### src/rtl/tcc_clk_pkg.sv
`timescale 1ns/1ps
package tcc_clk_pkg;

    // Controller states: enable layer and run layer folded into one encoding
    typedef enum logic [1:0] {
        ST_OFF   = 2'd0,
        ST_ARMED = 2'd1,
        ST_RUN   = 2'd2
    } ctl_state_t;

    // Decoded requests for the controller
    typedef struct packed {
        logic en_req;
        logic dis_req;
        logic trg_req;
        logic stop_req;
    } ctl_req_t;

endpackage

### src/rtl/tcc_sync.sv
`timescale 1ns/1ps
module tcc_sync #(
    parameter int STAGES = 2
) (
    input  logic clk,
    input  logic rst_n,
    input  logic d_async,
    output logic q_sync
);
    logic [STAGES-1:0] chain_q;

    always_ff @(posedge clk or negedge rst_n) begin
        if (!rst_n) begin
            chain_q <= '0;
        end else begin
            chain_q <= {chain_q[STAGES-2:0], d_async};
        end
    end

    assign q_sync = chain_q[STAGES-1];
endmodule

### src/rtl/tcc_src_path.sv
`timescale 1ns/1ps
module tcc_src_path #(
    parameter int N_INT       = 5,
    parameter int N_EXT       = 3,
    parameter int SYNC_STAGES = 2,
    parameter int SEL_W       = 3,
    parameter int BST_W       = 2
) (
    input  logic             clk,
    input  logic             rst_n,
    input  logic [N_INT-1:0] int_clk,
    input  logic [N_EXT-1:0] ext_clk,
    input  logic [SEL_W-1:0] src_sel,
    input  logic             clk_inv,
    input  logic [BST_W-1:0] burst_sel,
    output logic             src_rise
);
    localparam int N_SRC = N_INT + N_EXT;

    logic [N_EXT-1:0] ext_s;
    logic [N_SRC-1:0] src_vec;
    logic             sel_lvl;
    logic             gate_lvl;
    logic             gated_lvl;
    logic             gated_prev_q;

    // One synchronizer per external input
    for (genvar g = 0; g < N_EXT; g++) begin : g_xsync
        tcc_sync #(.STAGES(SYNC_STAGES)) u_sync (
            .clk     (clk),
            .rst_n   (rst_n),
            .d_async (ext_clk[g]),
            .q_sync  (ext_s[g])
        );
    end

    assign src_vec = {ext_s, int_clk};

    // Source multiplexer
    always_comb begin
        sel_lvl = 1'b0;
        for (int i = 0; i < N_SRC; i++) begin
            if (src_sel == SEL_W'(i)) sel_lvl = src_vec[i];
        end
    end

    // Burst gate: code 0 passes, code k gates with external input k-1
    always_comb begin
        gate_lvl = 1'b1;
        for (int i = 0; i < N_EXT; i++) begin
            if (burst_sel == BST_W'(i + 1)) gate_lvl = ext_s[i];
        end
    end

    assign gated_lvl = (sel_lvl ^ clk_inv) & gate_lvl;

    always_ff @(posedge clk or negedge rst_n) begin
        if (!rst_n) begin
            gated_prev_q <= 1'b0;
        end else begin
            gated_prev_q <= gated_lvl;
        end
    end

    assign src_rise = gated_lvl & ~gated_prev_q;
endmodule

### src/rtl/tcc_evt_decode.sv
`timescale 1ns/1ps
module tcc_evt_decode
    import tcc_clk_pkg::*;
(
    input  logic     wave_mode,
    input  logic     ldb_dis,
    input  logic     ldb_stop,
    input  logic     cpc_dis,
    input  logic     cpc_stop,
    input  logic     cmd_wr,
    input  logic     cmd_en,
    input  logic     cmd_dis,
    input  logic     cmd_swtrg,
    input  logic     rb_load,
    input  logic     rc_cmp,
    input  logic     sync_trg,
    input  logic     ext_trg,
    input  logic     cmp_trg,
    output ctl_req_t req
);
    logic cap_evt;
    logic wav_evt;

    // Each event only counts in its own mode
    assign cap_evt = ~wave_mode & rb_load;
    assign wav_evt =  wave_mode & rc_cmp;

    always_comb begin
        req.dis_req  = (cmd_wr & cmd_dis)
                     | (cap_evt & ldb_dis)
                     | (wav_evt & cpc_dis);
        req.en_req   = cmd_wr & cmd_en & ~cmd_dis;
        req.trg_req  = (cmd_wr & cmd_swtrg) | sync_trg | ext_trg | cmp_trg;
        req.stop_req = (cap_evt & ldb_stop) | (wav_evt & cpc_stop);
    end
endmodule

### src/rtl/tcc_ctl_fsm.sv
`timescale 1ns/1ps
module tcc_ctl_fsm
    import tcc_clk_pkg::*;
(
    input  logic     clk,
    input  logic     rst_n,
    input  ctl_req_t req,
    input  logic     src_rise,
    output logic     cnt_tick,
    output logic     clk_enabled,
    output logic     clk_running
);
    ctl_state_t state_q;
    ctl_state_t state_d;
    logic       tick_q;

    // State register
    always_ff @(posedge clk or negedge rst_n) begin
        if (!rst_n) begin
            state_q <= ST_OFF;
        end else begin
            state_q <= state_d;
        end
    end

    // Transitions: T_ENABLE, T_START, T_STOP, T_DISABLE; all else holds
    always_comb begin
        state_d = state_q;
        unique case (state_q)
            ST_OFF: begin
                if (req.en_req) state_d = ST_ARMED;            // T_ENABLE
            end
            ST_ARMED: begin
                if (req.dis_req)       state_d = ST_OFF;       // T_DISABLE
                else if (req.trg_req)  state_d = ST_RUN;       // T_START
            end
            ST_RUN: begin
                if (req.dis_req)       state_d = ST_OFF;       // T_DISABLE
                else if (req.trg_req)  state_d = ST_RUN;       // trigger beats stop
                else if (req.stop_req) state_d = ST_ARMED;     // T_STOP
            end
            default: state_d = ST_OFF;
        endcase
    end

    // Outputs
    always_ff @(posedge clk or negedge rst_n) begin
        if (!rst_n) begin
            tick_q <= 1'b0;
        end else begin
            tick_q <= (state_q == ST_RUN) & src_rise;
        end
    end

    assign cnt_tick    = tick_q;
    assign clk_enabled = (state_q != ST_OFF);
    assign clk_running = (state_q == ST_RUN);
endmodule

### src/rtl/tcc_clk_ctrl.sv
`timescale 1ns/1ps
module tcc_clk_ctrl
    import tcc_clk_pkg::*;
#(
    parameter  int N_INT       = 5,
    parameter  int N_EXT       = 3,
    parameter  int SYNC_STAGES = 2,
    localparam int SEL_W       = $clog2(N_INT + N_EXT),
    localparam int BST_W       = $clog2(N_EXT + 1)
) (
    input  logic             clk,
    input  logic             rst_n,
    input  logic [N_INT-1:0] int_clk,
    input  logic [N_EXT-1:0] ext_clk,
    input  logic [SEL_W-1:0] src_sel,
    input  logic             clk_inv,
    input  logic [BST_W-1:0] burst_sel,
    input  logic             wave_mode,
    input  logic             ldb_dis,
    input  logic             ldb_stop,
    input  logic             cpc_dis,
    input  logic             cpc_stop,
    input  logic             cmd_wr,
    input  logic             cmd_en,
    input  logic             cmd_dis,
    input  logic             cmd_swtrg,
    input  logic             rb_load,
    input  logic             rc_cmp,
    input  logic             sync_trg,
    input  logic             ext_trg,
    input  logic             cmp_trg,
    output logic             cnt_tick,
    output logic             clk_enabled,
    output logic             clk_running
);
    ctl_req_t req;
    logic     src_rise;

    tcc_src_path #(
        .N_INT       (N_INT),
        .N_EXT       (N_EXT),
        .SYNC_STAGES (SYNC_STAGES),
        .SEL_W       (SEL_W),
        .BST_W       (BST_W)
    ) u_src (
        .clk       (clk),
        .rst_n     (rst_n),
        .int_clk   (int_clk),
        .ext_clk   (ext_clk),
        .src_sel   (src_sel),
        .clk_inv   (clk_inv),
        .burst_sel (burst_sel),
        .src_rise  (src_rise)
    );

    tcc_evt_decode u_dec (
        .wave_mode (wave_mode),
        .ldb_dis   (ldb_dis),
        .ldb_stop  (ldb_stop),
        .cpc_dis   (cpc_dis),
        .cpc_stop  (cpc_stop),
        .cmd_wr    (cmd_wr),
        .cmd_en    (cmd_en),
        .cmd_dis   (cmd_dis),
        .cmd_swtrg (cmd_swtrg),
        .rb_load   (rb_load),
        .rc_cmp    (rc_cmp),
        .sync_trg  (sync_trg),
        .ext_trg   (ext_trg),
        .cmp_trg   (cmp_trg),
        .req       (req)
    );

    tcc_ctl_fsm u_fsm (
        .clk         (clk),
        .rst_n       (rst_n),
        .req         (req),
        .src_rise    (src_rise),
        .cnt_tick    (cnt_tick),
        .clk_enabled (clk_enabled),
        .clk_running (clk_running)
    );
endmodule

### config.mk
export PLATFORM = sky130hd
export DESIGN_NAME = tcc_clk_ctrl
export DESIGN_NICKNAME = d
export VERILOG_FILES = /design/src/rtl/tcc_clk_pkg.sv /design/src/rtl/tcc_sync.sv /design/src/rtl/tcc_src_path.sv /design/src/rtl/tcc_evt_decode.sv /design/src/rtl/tcc_ctl_fsm.sv /design/src/rtl/tcc_clk_ctrl.sv
export SDC_FILE = /design/constraint.sdc
export NUM_CORES = 1
export LEC_CHECK = 0
export CELL_PAD_IN_SITES_DETAIL_PLACEMENT = 1
export CELL_PAD_IN_SITES_GLOBAL_PLACEMENT = 1
export CORE_MARGIN = 2
export CORE_UTILIZATION = 26
export CTS_BUF_LIST = sky130_fd_sc_hd__clkbuf_8 sky130_fd_sc_hd__clkbuf_16
export CTS_CLUSTER_SIZE = 8
export DETAILED_ROUTE_END_ITERATION = 10
export HOLD_SLACK_MARGIN = 0.05
export PLACE_DENSITY_LB_ADDON = 0.1
export RECOVER_POWER = 50
export SYNTH_ARGS = -nofsm -noshare
export SYNTH_HDL_FRONTEND = slang
export SYNTH_SLANG_ARGS = --single-unit
### constraint.sdc
create_clock -name clk -period 2.4 [get_ports clk]
set_clock_uncertainty 0.15 [all_clocks]
set_input_delay 0.48 -clock clk [delete_from_list [all_inputs] [get_ports clk]]
set_output_delay 0.48 -clock clk [all_outputs]
set_load 0.005 [all_outputs]
==> impl_results.md <==
* Status: completed
* Async S/R FF share, synth at 100%
* Drt drc at 0
* Number of cell rows at 15
* Syn_nets at 66
* Most frequent cell after synthesis: dfrtp_1
* Seq/Total Area, Yosys at 53.1%
* Total leakage power at 0.372 nW
* Family with the most delay on the worst path: buffers and inverters
* # fillers at 175
* Clock period minus worst slack at 2.04 ns
* List of most frequent post-synthesis cells: dfrtp_1 (10), nor2_1 (3)
* Layout Nets at 103
* CTS H-Tree Depth at 1
* Synth Area per Inst at 13.1 sq um
* Cells after Synth at 36
* Slowest CP cell: clkdlybuf4s50_1
* Fin. Hold Viols at 0
* Area growth, synth to finish at 86.2%
* Hold Crit Class: reg2reg
* Post-DP HPWL at 980 um
* Post-synth cell types at 21
* YS warnings at 0
* RR Endpoint: u_fsm.cnt_tick$_DFF_PN0_
* Max-Cap Viols at 0
* Cells on worst reg2reg path at 4
* Initial DRT Pass Iterations at 4
* CTS resizes at 0
* Post-CTS Setup Repair Bufs at 0
* Hold_sp: u_src.g_xsync[1].u_sync.chain_q[0]$_DFF_PN0_
* Worst-path clk slew at 0.05 ns
* Layout Utilization at 51.4%
* Core Area at 0.00171 sq mm
* Critical Path, Cell by Cell: nor2b_1 -> clkdlybuf4s50_1
* Worst path arrival time at 1.41 ns
* Critical path peak fanout at 5
* Worst-skew pair later-pin latency at 0.23 ns
* Setup violators final at 0
* Area contributors post-synth: dfrtp_1 (53%), mux4_1 (11%), mux2i_1 (4.2%), and3b_1 (3.7%), a2111oi_2 (3.2%)
* CP Buf/Inv Count at 1
* I/O Buffers at 32
* Area leader, netlist: dfrtp_1
* GRT Total Usage at 12.2%
* Fin crit share at 85.0%
* Top FF cell, synth: dfrtp_1
* Post-synthesis register bit count at 10
* CTS tree: built
* Initial Utilization at 27.6%
* Setup CP Type: reg2out
* Layout Cell Area excl Fill at 878 sq um
* Initial antenna violation count at 0
* Final GP Congestion at 0.655
* Final setup TNS at 0 ns
* Die H at 46.6 um
* Diode count at 0
* R2r setup slk at 0.84 ns
* Die area at 0.00217 sq mm
* Clock Sinks at 10
* Vias in the first global route at 426
* Die Width at 46.6 um
* Cts hold-fix bufs at 0
* Crit end category: output port
* Type of origin of the critical path: flop
* Cell Count, Final, Fillers Out at 97
* Wire per inst at 11.3 um
* Total CTS buffers at 3
* Vias per cell at 4.48
* Post-synth EDFFs at 0
* # IOs at 33
* Overflow after GRT at 0
* Final Max Tran Viols at 0
* Worst endpoint required time at 1.77 ns
* Share of layout cells above drive strength 1 at 8.33%
* Reg-to-reg startpoint: u_src.g_xsync[0].u_sync.chain_q[1]$_DFF_PN0_
* Worst Tran Pin Value at 0.427 ns
* ANT nets after route at 0
* Placed Area at 823 sq um
* Synth top area share at 53.1%
* Crit-path max cell delay at 0.55 ns
* Worst vdd ir at 0.437 mV
* WHS Path Cells at 0
* First-pass GRT wire length at 1780 um
* Fmax at 490 MHz
* Via count at 435
* Wirelength, routed at 1100 um
* Power density cells at 549 mW/mm^2
* Rel. slew slack at 71.4%
* Bufs on Longest Clock Path at 2
* Min-Delay Endpoint: u_src.g_xsync[1].u_sync.chain_q[1]$_DFF_PN0_
* Root buffer cell: clkbuf_8
* Placed insts at 93
* Total power at 0.000482 W
* Largest net degree at the start of global routing at 11
* Netlist Area Pre-Place at 472 sq um
* Initial DRC Count at 1
* RSZ-0062 raised after global routing: no
==> sequential cells by signal, indices dropped and copies added (netlist names) <==
register                      count
u_src.g_xsync.u_sync.chain_q      6
u_fsm.cnt_tick                    1
u_src.gated_prev_q                1
u_fsm.state_q                     2
==> worst max-delay path by stage <==
stage | to | startpoint | slack [ns] | cells past startpoint
floorplan | u_fsm.cnt_tick$_DFF_PN0_ | src_sel[1] | 0.73 | 4
global placement | u_fsm.cnt_tick$_DFF_PN0_ | src_sel[1] | 0.15 | 5
detailed placement | u_fsm.cnt_tick$_DFF_PN0_ | src_sel[1] | 0.13 | 5
CTS | clk_running | u_fsm.state_q[0]$_DFFE_PN0P_ | 0.34 | 2
global route | u_fsm.cnt_tick$_DFF_PN0_ | src_sel[1] | 0.26 | 5
finish | clk_running | u_fsm.state_q[0]$_DFFE_PN0P_ | 0.36 | 2
==> per-layer routing <==
metal  vias to the layer above  global-route usage [%]  wire [um]
met1                       198                    16.7        483
li1                        214                       -          -
met2                        23                    16.1        508
met4                         0                    5.14          0
met3                         0                    5.88        107
met5                         -                       0          0
==> report_power, final <==
part | switching, W | leakage (nW) | total, W | internal, W
Sequential | 0.00000516 | 0.123 | 0.000185 | 0.000180
Clock | 0.0000631 | 0.0288 | 0.000207 | 0.000144
Combinational | 0.0000268 | 0.220 | 0.0000905 | 0.0000637
Total | 0.0000950 | 0.372 | 0.000482 | 0.000387
==> cells in the final DEF (no fill, tap or decap), drive strengths merged, types with 2 or more instances in the layout <==
cell type	n
clkdlybuf4s50	28
nand2	2
and3b	2
dfrtp	10
clkbuf	4
nor2	3
mux2i	2
dlygate4sd3	4
mux4	2
==> area by class of cell <==
| cell class | instances | area [sq um] | share of cell area [%] |
|---|---|---|---|
| Timing Repair Buffer | 32 | 320 | 36.5 |
| Multi-Input combinational cell | 25 | 218 | 24.8 |
| Inverter | 1 | 3.75 | 0.427 |
| Sequential cell | 10 | 250 | 28.5 |
| Tap cell | 25 | 31.3 | 3.56 |
| Clock buffer | 4 | 55.1 | 6.27 |
==> cell families after synthesis <==
logic type / share of synthesized area, %
xor gates and xnor gates: 1.86
buffers and inverters: 0.795
DFF: 53.1
and+or+nand+nor: 16.7
AOI/OAI and AO/OA: 12.2
muxes: 15.4
==> through the flow <==
step,hold WS [ns],setup WS [ns]
3_3_place_gp,0.183,0.148
5_1_grt,0.208,0.262
3_5_place_dp,0.186,0.129
6_report,0.197,0.360
4_1_cts,0.197,0.339
2_1_floorplan,0.0344,0.731
Power figures use the tool's default switching activity.
